File: src/rtl/dbs_pkg.sv
package dbs_pkg;
   localparam int TICKS_PER_CLK = 2;
   localparam int CFG_W         = 2;

   typedef enum logic [2:0] {
      CMD_PRE = 3'b010,
      CMD_ACT = 3'b011,
      CMD_WR  = 3'b100,
      CMD_RD  = 3'b101,
      CMD_NOP = 3'b111
   } cmd_e;

   typedef enum logic [2:0] {
      ST_IDLE,
      ST_TRAS,
      ST_TRP,
      ST_TRCD,
      ST_CAS,
      ST_BURST
   } state_e;
endpackage

File: src/rtl/dbs_cfg_decode.sv
module dbs_cfg_decode
   import dbs_pkg::*;
#(
   parameter int TW         = 5,
   parameter int TRP_MIN    = 2,
   parameter int TRP_SPAN   = 2,
   parameter int TRCD_MIN   = 2,
   parameter int TRCD_SPAN  = 2,
   parameter int TRAS_MIN   = 5,
   parameter int TRAS_SPAN  = 3,
   parameter int CL_MIN     = 2,
   parameter bit CL_HALF_EN = 1'b1
) (
   input  logic [CFG_W-1:0] cfg_trp_i,
   input  logic [CFG_W-1:0] cfg_trcd_i,
   input  logic [CFG_W-1:0] cfg_cl_i,
   input  logic [CFG_W-1:0] cfg_tras_i,
   output logic [TW-1:0]    trp_h_o,
   output logic [TW-1:0]    trcd_h_o,
   output logic [TW-1:0]    tras_h_o,
   output logic [TW-1:0]    cl_h_o,
   output logic             cl_frac_o
);
   localparam int MAX_H = (TRAS_MIN + TRAS_SPAN) * TICKS_PER_CLK;

   initial begin
      assert (MAX_H < (1 << TW)) else $error("TW too narrow for tRAS");
      assert (TRP_MIN >= 1 && TRCD_MIN >= 1 && CL_MIN >= 1) else $error("timing minimum below one cycle");
   end

   function automatic int clip(input int code, input int span);
      return (code > span) ? span : code;
   endfunction

   always_comb begin
      trp_h_o  = TW'((TRP_MIN  + clip(int'(cfg_trp_i),  TRP_SPAN))  * TICKS_PER_CLK);
      trcd_h_o = TW'((TRCD_MIN + clip(int'(cfg_trcd_i), TRCD_SPAN)) * TICKS_PER_CLK);
      tras_h_o = TW'((TRAS_MIN + clip(int'(cfg_tras_i), TRAS_SPAN)) * TICKS_PER_CLK);
   end

   generate
      if (CL_HALF_EN) begin : g_cl_half
         // half-cycle steps: code 0 -> CL_MIN, 1 -> CL_MIN+0.5, 2/3 -> CL_MIN+1
         always_comb begin
            cl_h_o    = TW'(CL_MIN * TICKS_PER_CLK + clip(int'(cfg_cl_i), 2));
            cl_frac_o = (cfg_cl_i == 2'd1);
         end
      end else begin : g_cl_whole
         always_comb begin
            cl_h_o    = TW'((CL_MIN + clip(int'(cfg_cl_i), 1)) * TICKS_PER_CLK);
            cl_frac_o = 1'b0;
         end
      end
   endgenerate
endmodule

File: src/rtl/dbs_half_timer.sv
module dbs_half_timer
   import dbs_pkg::*;
#(
   parameter int TW = 5
) (
   input  logic          clk_i,
   input  logic          rst_ni,
   input  logic          load_i,
   input  logic [TW-1:0] val_i,
   output logic          expired_o
);
   localparam logic [TW-1:0] STEP = TW'(TICKS_PER_CLK);

   logic [TW-1:0] cnt_q;

   always_ff @(posedge clk_i) begin
      if (!rst_ni)           cnt_q <= '0;
      else if (load_i)       cnt_q <= val_i;
      else if (cnt_q > STEP) cnt_q <= cnt_q - STEP;
      else                   cnt_q <= '0;
   end

   // expired when at most one clock of ticks remain: the next edge may fire
   assign expired_o = (cnt_q <= STEP);

   p_armed_after_load_r4: assert property (@(posedge clk_i) disable iff (!rst_ni)
      (load_i && val_i > STEP) |=> !expired_o);
endmodule

File: src/rtl/dbs_burst_gen.sv
module dbs_burst_gen #(
   parameter int BURST_LEN = 4
) (
   input  logic clk_i,
   input  logic rst_ni,
   input  logic start_i,
   input  logic frac_i,
   output logic vld_o,
   output logic half_o,
   output logic last_o
);
   initial assert (BURST_LEN >= 1) else $error("BURST_LEN must be at least 1");

   generate
      if (BURST_LEN == 1) begin : g_single
         always_ff @(posedge clk_i) begin
            if (!rst_ni) begin
               vld_o  <= 1'b0;
               half_o <= 1'b0;
            end else begin
               vld_o  <= start_i;
               half_o <= start_i & frac_i;
            end
         end
         assign last_o = vld_o;
      end else begin : g_multi
         localparam int CW = $clog2(BURST_LEN);
         logic [CW-1:0] left_q;
         always_ff @(posedge clk_i) begin
            if (!rst_ni) begin
               vld_o  <= 1'b0;
               half_o <= 1'b0;
               left_q <= '0;
            end else if (start_i) begin
               vld_o  <= 1'b1;
               half_o <= frac_i;
               left_q <= CW'(BURST_LEN - 1);
            end else if (vld_o) begin
               if (left_q == '0) begin
                  vld_o  <= 1'b0;
                  half_o <= 1'b0;
               end else begin
                  left_q <= left_q - 1'b1;
               end
            end
         end
         assign last_o = vld_o && (left_q == '0);
      end
   endgenerate

   p_start_when_quiet_r6: assert property (@(posedge clk_i) disable iff (!rst_ni)
      start_i |-> !vld_o);
   p_half_inside_burst_r5: assert property (@(posedge clk_i) disable iff (!rst_ni)
      half_o |-> vld_o);
endmodule

File: src/rtl/dbs_row_track.sv
module dbs_row_track #(
   parameter int BANK_W = 2,
   parameter int ROW_W  = 13
) (
   input  logic              clk_i,
   input  logic              rst_ni,
   input  logic              act_i,
   input  logic              pre_i,
   input  logic [BANK_W-1:0] act_bank_i,
   input  logic [ROW_W-1:0]  act_row_i,
   input  logic [BANK_W-1:0] q_bank_i,
   input  logic [ROW_W-1:0]  q_row_i,
   output logic              open_o,
   output logic              hit_o
);
   logic [BANK_W-1:0] bank_q;
   logic [ROW_W-1:0]  row_q;

   always_ff @(posedge clk_i) begin
      if (!rst_ni) begin
         open_o <= 1'b0;
         bank_q <= '0;
         row_q  <= '0;
      end else if (act_i) begin
         open_o <= 1'b1;
         bank_q <= act_bank_i;
         row_q  <= act_row_i;
      end else if (pre_i) begin
         open_o <= 1'b0;
      end
   end

   assign hit_o = open_o && (bank_q == q_bank_i) && (row_q == q_row_i);

   p_close_only_open_r8: assert property (@(posedge clk_i) disable iff (!rst_ni)
      pre_i |-> open_o);
   p_open_only_closed_r3: assert property (@(posedge clk_i) disable iff (!rst_ni)
      act_i |-> !open_o);
endmodule

File: src/rtl/dram_bank_seq.sv
module dram_bank_seq
   import dbs_pkg::*;
#(
   parameter int BANK_W     = 2,
   parameter int ROW_W      = 13,
   parameter int COL_W      = 10,
   parameter int BURST_LEN  = 4,
   parameter bit CL_HALF_EN = 1'b1,
   parameter int TW         = 5,
   localparam int ADDR_W    = (ROW_W > COL_W) ? ROW_W : COL_W
) (
   input  logic              clk_i,
   input  logic              rst_ni,
   input  logic [1:0]        cfg_trp_i,
   input  logic [1:0]        cfg_trcd_i,
   input  logic [1:0]        cfg_cl_i,
   input  logic [1:0]        cfg_tras_i,
   input  logic              req_valid_i,
   output logic              req_ready_o,
   input  logic [BANK_W-1:0] req_bank_i,
   input  logic [ROW_W-1:0]  req_row_i,
   input  logic [COL_W-1:0]  req_col_i,
   input  logic              req_write_i,
   output logic [2:0]        cmd_o,
   output logic [BANK_W-1:0] cmd_bank_o,
   output logic [ADDR_W-1:0] cmd_addr_o,
   output logic              data_vld_o,
   output logic              data_half_o
);
   initial begin
      assert (BANK_W >= 1 && ROW_W >= 1 && COL_W >= 1) else $error("address widths must be positive");
      assert (CFG_W == 2) else $error("config code width mismatch");
   end

   logic [TW-1:0] trp_h, trcd_h, tras_h, cl_h;
   logic          cl_frac;

   dbs_cfg_decode #(.TW(TW), .CL_HALF_EN(CL_HALF_EN)) u_dec (
      .cfg_trp_i (cfg_trp_i),  .cfg_trcd_i(cfg_trcd_i),
      .cfg_cl_i  (cfg_cl_i),   .cfg_tras_i(cfg_tras_i),
      .trp_h_o   (trp_h),      .trcd_h_o  (trcd_h),
      .tras_h_o  (tras_h),     .cl_h_o    (cl_h),
      .cl_frac_o (cl_frac)
   );

   state_e            state_q, state_d;
   logic              accept;
   logic              do_pre, do_act, do_col, do_data;
   logic              dly_ok, tras_ok, row_open, row_hit, burst_last;
   logic [BANK_W-1:0] lat_bank, cur_bank;
   logic [ROW_W-1:0]  lat_row, cur_row;
   logic [COL_W-1:0]  lat_col, cur_col;
   logic              lat_wr, cur_wr;
   logic [TW-1:0]     dly_val;

   assign req_ready_o = (state_q == ST_IDLE);
   assign accept      = req_valid_i && req_ready_o;

   // in idle the request itself is used so the first command leaves at once
   always_comb begin
      if (state_q == ST_IDLE) begin
         cur_bank = req_bank_i;
         cur_row  = req_row_i;
         cur_col  = req_col_i;
         cur_wr   = req_write_i;
      end else begin
         cur_bank = lat_bank;
         cur_row  = lat_row;
         cur_col  = lat_col;
         cur_wr   = lat_wr;
      end
   end

   always_ff @(posedge clk_i) begin
      if (!rst_ni) begin
         lat_bank <= '0;
         lat_row  <= '0;
         lat_col  <= '0;
         lat_wr   <= 1'b0;
      end else if (accept) begin
         lat_bank <= req_bank_i;
         lat_row  <= req_row_i;
         lat_col  <= req_col_i;
         lat_wr   <= req_write_i;
      end
   end

   dbs_row_track #(.BANK_W(BANK_W), .ROW_W(ROW_W)) u_row (
      .clk_i      (clk_i),    .rst_ni   (rst_ni),
      .act_i      (do_act),   .pre_i    (do_pre),
      .act_bank_i (cur_bank), .act_row_i(cur_row),
      .q_bank_i   (req_bank_i), .q_row_i(req_row_i),
      .open_o     (row_open), .hit_o    (row_hit)
   );

   always_comb begin
      state_d = state_q;
      do_pre  = 1'b0;
      do_act  = 1'b0;
      do_col  = 1'b0;
      do_data = 1'b0;
      unique case (state_q)
         ST_IDLE: if (accept) begin
            if (row_hit)       do_col  = 1'b1;
            else if (!row_open) do_act = 1'b1;
            else if (tras_ok)  do_pre  = 1'b1;
            else               state_d = ST_TRAS;
         end
         ST_TRAS:  if (tras_ok) do_pre = 1'b1;
         ST_TRP:   if (dly_ok)  do_act = 1'b1;
         ST_TRCD:  if (dly_ok)  do_col = 1'b1;
         ST_CAS:   if (dly_ok) begin
            do_data = 1'b1;
            state_d = ST_BURST;
         end
         ST_BURST: if (burst_last) state_d = ST_IDLE;
         default:  state_d = ST_IDLE;
      endcase
      if (do_pre) state_d = ST_TRP;
      if (do_act) state_d = ST_TRCD;
      if (do_col) state_d = ST_CAS;
   end

   always_ff @(posedge clk_i) begin
      if (!rst_ni) state_q <= ST_IDLE;
      else         state_q <= state_d;
   end

   always_comb begin
      if (do_pre)      dly_val = trp_h;
      else if (do_act) dly_val = trcd_h;
      else             dly_val = cl_h;
   end

   dbs_half_timer #(.TW(TW)) u_gap (
      .clk_i(clk_i), .rst_ni(rst_ni),
      .load_i(do_pre | do_act | do_col), .val_i(dly_val), .expired_o(dly_ok)
   );

   dbs_half_timer #(.TW(TW)) u_tras (
      .clk_i(clk_i), .rst_ni(rst_ni),
      .load_i(do_act), .val_i(tras_h), .expired_o(tras_ok)
   );

   dbs_burst_gen #(.BURST_LEN(BURST_LEN)) u_burst (
      .clk_i(clk_i), .rst_ni(rst_ni),
      .start_i(do_data), .frac_i(cl_frac),
      .vld_o(data_vld_o), .half_o(data_half_o), .last_o(burst_last)
   );

   always_ff @(posedge clk_i) begin
      if (!rst_ni) begin
         cmd_o      <= CMD_NOP;
         cmd_bank_o <= '0;
         cmd_addr_o <= '0;
      end else begin
         cmd_bank_o <= cur_bank;
         if (do_pre) begin
            cmd_o      <= CMD_PRE;
            cmd_addr_o <= '0;
         end else if (do_act) begin
            cmd_o      <= CMD_ACT;
            cmd_addr_o <= ADDR_W'(cur_row);
         end else if (do_col) begin
            cmd_o      <= cur_wr ? CMD_WR : CMD_RD;
            cmd_addr_o <= ADDR_W'(cur_col);
         end else begin
            cmd_o      <= CMD_NOP;
            cmd_addr_o <= '0;
         end
      end
   end

   // ---- timing guards: cycle distances measured on the command port ----
   logic [3:0] since_act, since_pre, since_col;
   always_ff @(posedge clk_i) begin
      if (!rst_ni) begin
         since_act <= 4'hF;
         since_pre <= 4'hF;
         since_col <= 4'hF;
      end else begin
         since_act <= (cmd_o == CMD_ACT) ? 4'd1 : ((since_act == 4'hF) ? since_act : since_act + 4'd1);
         since_pre <= (cmd_o == CMD_PRE) ? 4'd1 : ((since_pre == 4'hF) ? since_pre : since_pre + 4'd1);
         since_col <= (cmd_o == CMD_RD || cmd_o == CMD_WR) ? 4'd1
                      : ((since_col == 4'hF) ? since_col : since_col + 4'd1);
      end
   end

   p_tras_kept_r8: assert property (@(posedge clk_i) disable iff (!rst_ni)
      (cmd_o == CMD_PRE) |-> (int'(since_act) * 2 >= int'(tras_h)));
   p_trp_kept_r4: assert property (@(posedge clk_i) disable iff (!rst_ni)
      (cmd_o == CMD_ACT) |-> (int'(since_pre) * 2 >= int'(trp_h)));
   p_trcd_kept_r3: assert property (@(posedge clk_i) disable iff (!rst_ni)
      (cmd_o == CMD_RD || cmd_o == CMD_WR) |-> (int'(since_act) * 2 >= int'(trcd_h)));
   p_cas_start_r5: assert property (@(posedge clk_i) disable iff (!rst_ni)
      $rose(data_vld_o) |-> (int'(since_col) == (int'(cl_h) + 1) / 2));
   p_idle_is_quiet_r10: assert property (@(posedge clk_i) disable iff (!rst_ni)
      req_ready_o |-> (cmd_o == CMD_NOP && !data_vld_o));
   p_busy_after_take_r9: assert property (@(posedge clk_i) disable iff (!rst_ni)
      accept |=> !req_ready_o);
endmodule

File: config.mk
export PLATFORM = sky130hd
export DESIGN_NAME = dram_bank_seq
export DESIGN_NICKNAME = d
export VERILOG_FILES = /design/src/rtl/dbs_pkg.sv /design/src/rtl/dbs_cfg_decode.sv /design/src/rtl/dbs_half_timer.sv /design/src/rtl/dbs_burst_gen.sv /design/src/rtl/dbs_row_track.sv /design/src/rtl/dram_bank_seq.sv
export SDC_FILE = /design/constraint.sdc
export NUM_CORES = 1
export LEC_CHECK = 0
export ABC_AREA = 1
export BUFFER_PORTS_ARGS = -buffer_cell sky130_fd_sc_hd__buf_2
export CAP_MARGIN = 20
export CORE_MARGIN = 1.5
export CORE_UTILIZATION = 61
export CTS_CLUSTER_DIAMETER = 80
export DETAILED_ROUTE_END_ITERATION = 6
export HOLD_SLACK_MARGIN = 0.03
export PLACE_DENSITY = 0.85
export REMOVE_ABC_BUFFERS = 1
export SKIP_LAST_GASP = 1
export SYNTH_ARGS = -nofsm -noshare
export SYNTH_HDL_FRONTEND = slang
export SYNTH_SLANG_ARGS = --single-unit
File: constraint.sdc
create_clock -name clk_i -period 3.35 [get_ports clk_i]
set_input_delay 0.67 -clock clk_i [delete_from_list [all_inputs] [get_ports clk_i]]
set_output_delay 0.67 -clock clk_i [all_outputs]
set_load 0.01 [all_outputs]
==> summary.txt <==
Finish
  – P&R area growth vs syn: 14.8%
  – Non-Filler Instances: 683
  – Layout cells sized above 1: 16.1%
  – Total Nets Final: 645
  – Antenna Cells: 0

Synth
  – Largest area contributor in the netlist: dfxtp_1
  – Async S/R FF share, synth: 0%
  – Flops & latches, synth: 76
  – Netlist cell types: 32
  – EDFF count, synth: 0
  – Post-synthesis average cell area: 6.65 sq um
  – Register area share after synthesis: 41.3%
  – Largest cells by area after synthesis: dfxtp_1 (41%), nand2_1 (18%), nor2_1 (7.2%)
  – Most common cell in the netlist: nand2_1
  – Synth warn: 0
  – Most frequent cells after synthesis: nand2_1 (177), dfxtp_1 (76), nor2_1 (71)
  – Most common flop cell mapped by yosys: dfxtp_1
  – Post-Syn Area: 3690 sq um
  – Mapped Cells: 554
  – Yosys top cell area share: 41.3%

CTS
  – Root buf cell: clkbuf_8
  – Clock-pin slew on the worst setup and hold paths: 0.08 ns
  – CTS hold repair buffers: 0
  – Clock buffer depth: 2
  – H-tree levels: 3
  – Postcts setup bufs: 0
  – Sink Count: 76
  – Post-CTS Resized: 0
  – Clock buffer count from CTS: 9
  – Clk Latency, worst-skew pair: 0.36 ns
  – CTS tree: yes

Power and ir drop
  – Comb power frac: 43.2%
  – Power Dens Cells: 897 nW/um^2
  – Sw frac: 42.0%
  – Peak supply drop: 0.565 mV
  – Switching power: 1600 uW
  – Leakage: 0.00198 uW
  – Power share of the clock group: 22.6%
  – Internal Power: 2200 uW
  – Seq pwr share: 34.2%

Floorplan
  – Cell Rows: 28
  – Total core area: 5890 sq um
  – Die Wd: 80.7 microns
  – Die area: 6520 sq um
  – Initial Utilization: 62.6%
  – # IOs: 58
  – Die height: 80.7 microns

Place
  – Port-buffer cells: 57
  – Pre-CTS WS: 0.833 ns
  – DPL Wire Length: 6010 microns
  – Dpl cells: 667
  – Gpl congestion: 0.923

STA
  – RSZ-0062 raised after global routing: false
  – Min Tclk post-route: 2.52 ns
  – Hold_ws: 0.455 ns
  – Setup Viol. Count Final: 0
  – TNS Setup: 0 ns
  – Slew @ Worst Pin: 1.04 ns
  – Rel. slew slack: 30.5%
  – Final WS setup: 0.829 ns
  – Period utilization: 75.3%
  – Clock skew: 0.00844 ns
  – Slew Viols, Final: 0
  – Max Fclk: 397 MHz
  – Endpoints failing hold: 0

Worst setup path
  – CP startpoint kind: register
  – Crit Path Class: register to register
  – Worst Path Max Fanout: 35
  – WP data arrival: 2.75 ns
  – Cells along the critical path: nor2_4, nand2_4, nor2_8, inv_2, nor3_4, a21boi_1, nand2_1, a21oi_1
  – Critical Path End Type: register
  – Crit-path slowest cell: nor2_8
  – Worst path max stage delay: 0.44 ns
  – Worst EP required: 3.58 ns

Route
  – Routed length per instance: 13.3 microns
  – First-pass DRT Iterations: 5
  – DRC: 0
  – Vias per inst: 5.30
  – Final WL: 9100 microns
  – Routed Antenna Nets: 0
  – Routed vias: 3617
  – Initial drt markers: 238

Global route
  – Initial antenna violation count: 0
  – Largest net degree at the start of global routing: 36
  – GRT Total Usage: 30.0%
  – Global route overflow: 0
  – Vias in the first global route: 3371
  – First-pass GRT wire length: 15000 microns

Status
  – Status: complete, no violations

Run
  – Max Cap Violations: 0

Hold path
  – Worst hold path type: register to register
==> flip-flops by register name, summed over array words and instances (netlist names), 2 cells and up <==
name and count:
cmd_addr_o 13, cmd_bank_o 2, cmd_o 3, lat_bank 2
lat_col 10, lat_row 13, state_q 3, u_burst.g_multi.left_q 2
u_gap.cnt_q 5, u_row.bank_q 2, u_row.row_q 13, u_tras.cnt_q 4
==> through the flow <==
step	utilization, %	total power, uW	cell area [sq um]
5_1_grt	71.9	4070	4230
4_1_cts	71.9	3780	4230
3_3_place_gp	67.7	2850	3980
3_5_place_dp	67.7	2920	3980
2_1_floorplan	-	2450	3570
6_report	71.9	3800	4230
==> layout by cell type (no fill, tap or decap), types with 4 or more instances in the layout <==
master	instances
dfxtp_1	76
ha_1	5
or2_2	7
nor3_1	4
nand4_1	4
a21oi_1	53
nor2_1	71
inv_1	57
buf_4	4
o211ai_1	7
clkbuf_8	10
o21ai_0	35
nand3_1	9
a211oi_1	5
nand2_1	177
buf_2	57
==> final cells by class <==
type                       count  area (sq um)
fill                         519          1650
sequential                    76          1520
tap                           75          93.8
timing repair buffer          61           315
clock inverter                 6           111
multi-input combinational    395          1830
inverter                      60           225
clock buffer                  10           138
==> power by group through the flow <==
stage / Sequential, uW / Clock [uW] / Combinational [uW]
final: 1300 / 858 / 1640
after detailed placement: 1310 / 0 / 1600
after CTS: 1290 / 863 / 1620
after global placement: 1300 / 0 / 1550
after global routing: 1330 / 901 / 1850
after floorplan: 1310 / 0 / 1150
==> cells by family (layout without fill, tap and decap cells) <==
family | Yosys count | count (layout) | synth area share, %
AO/OA/AOI/OAI | 106 | 106 | 15.6
XOR/XNOR | 2 | 2 | 0.475
adder cells (fa/ha/maj) | 5 | 5 | 1.70
buffers and inverters | 83 | 137 | 9.13
flip-flops | 76 | 76 | 41.3
AND/OR/NAND/NOR | 282 | 282 | 31.8
==> worst max-delay path, delay by kind of cell (launching register included) <==
family	cells	cell delay, ns
compound gates	2	0.22
buf+inv	1	0.32
flops	1	0.38
simple gates	5	1.47
==> metal layers <==
metal / routed length [microns] / global-route usage [%] / up-vias
li1: - / - / 1841
met1: 4070 / 36.6 / 1652
met2: 4410 / 52.5 / 105
met3: 426 / 4.94 / 19
met4: 193 / 12.1 / 0
met5: 0 / 0 / -
==> path summary, 6_finish.rpt <==
kind | startpoint | to | slack, ns | cells past startpoint
setup reg to reg | state_q[1] | cmd_addr_o[4] | 0.83 | 8
setup / recovery | state_q[1] | cmd_addr_o[4] | 0.83 | 8
hold / removal | lat_bank[0] | lat_bank[0] | 0.46 | 2
hold reg to reg | lat_bank[0] | lat_bank[0] | 0.46 | 2
Power figures use the tool's default switching activity.
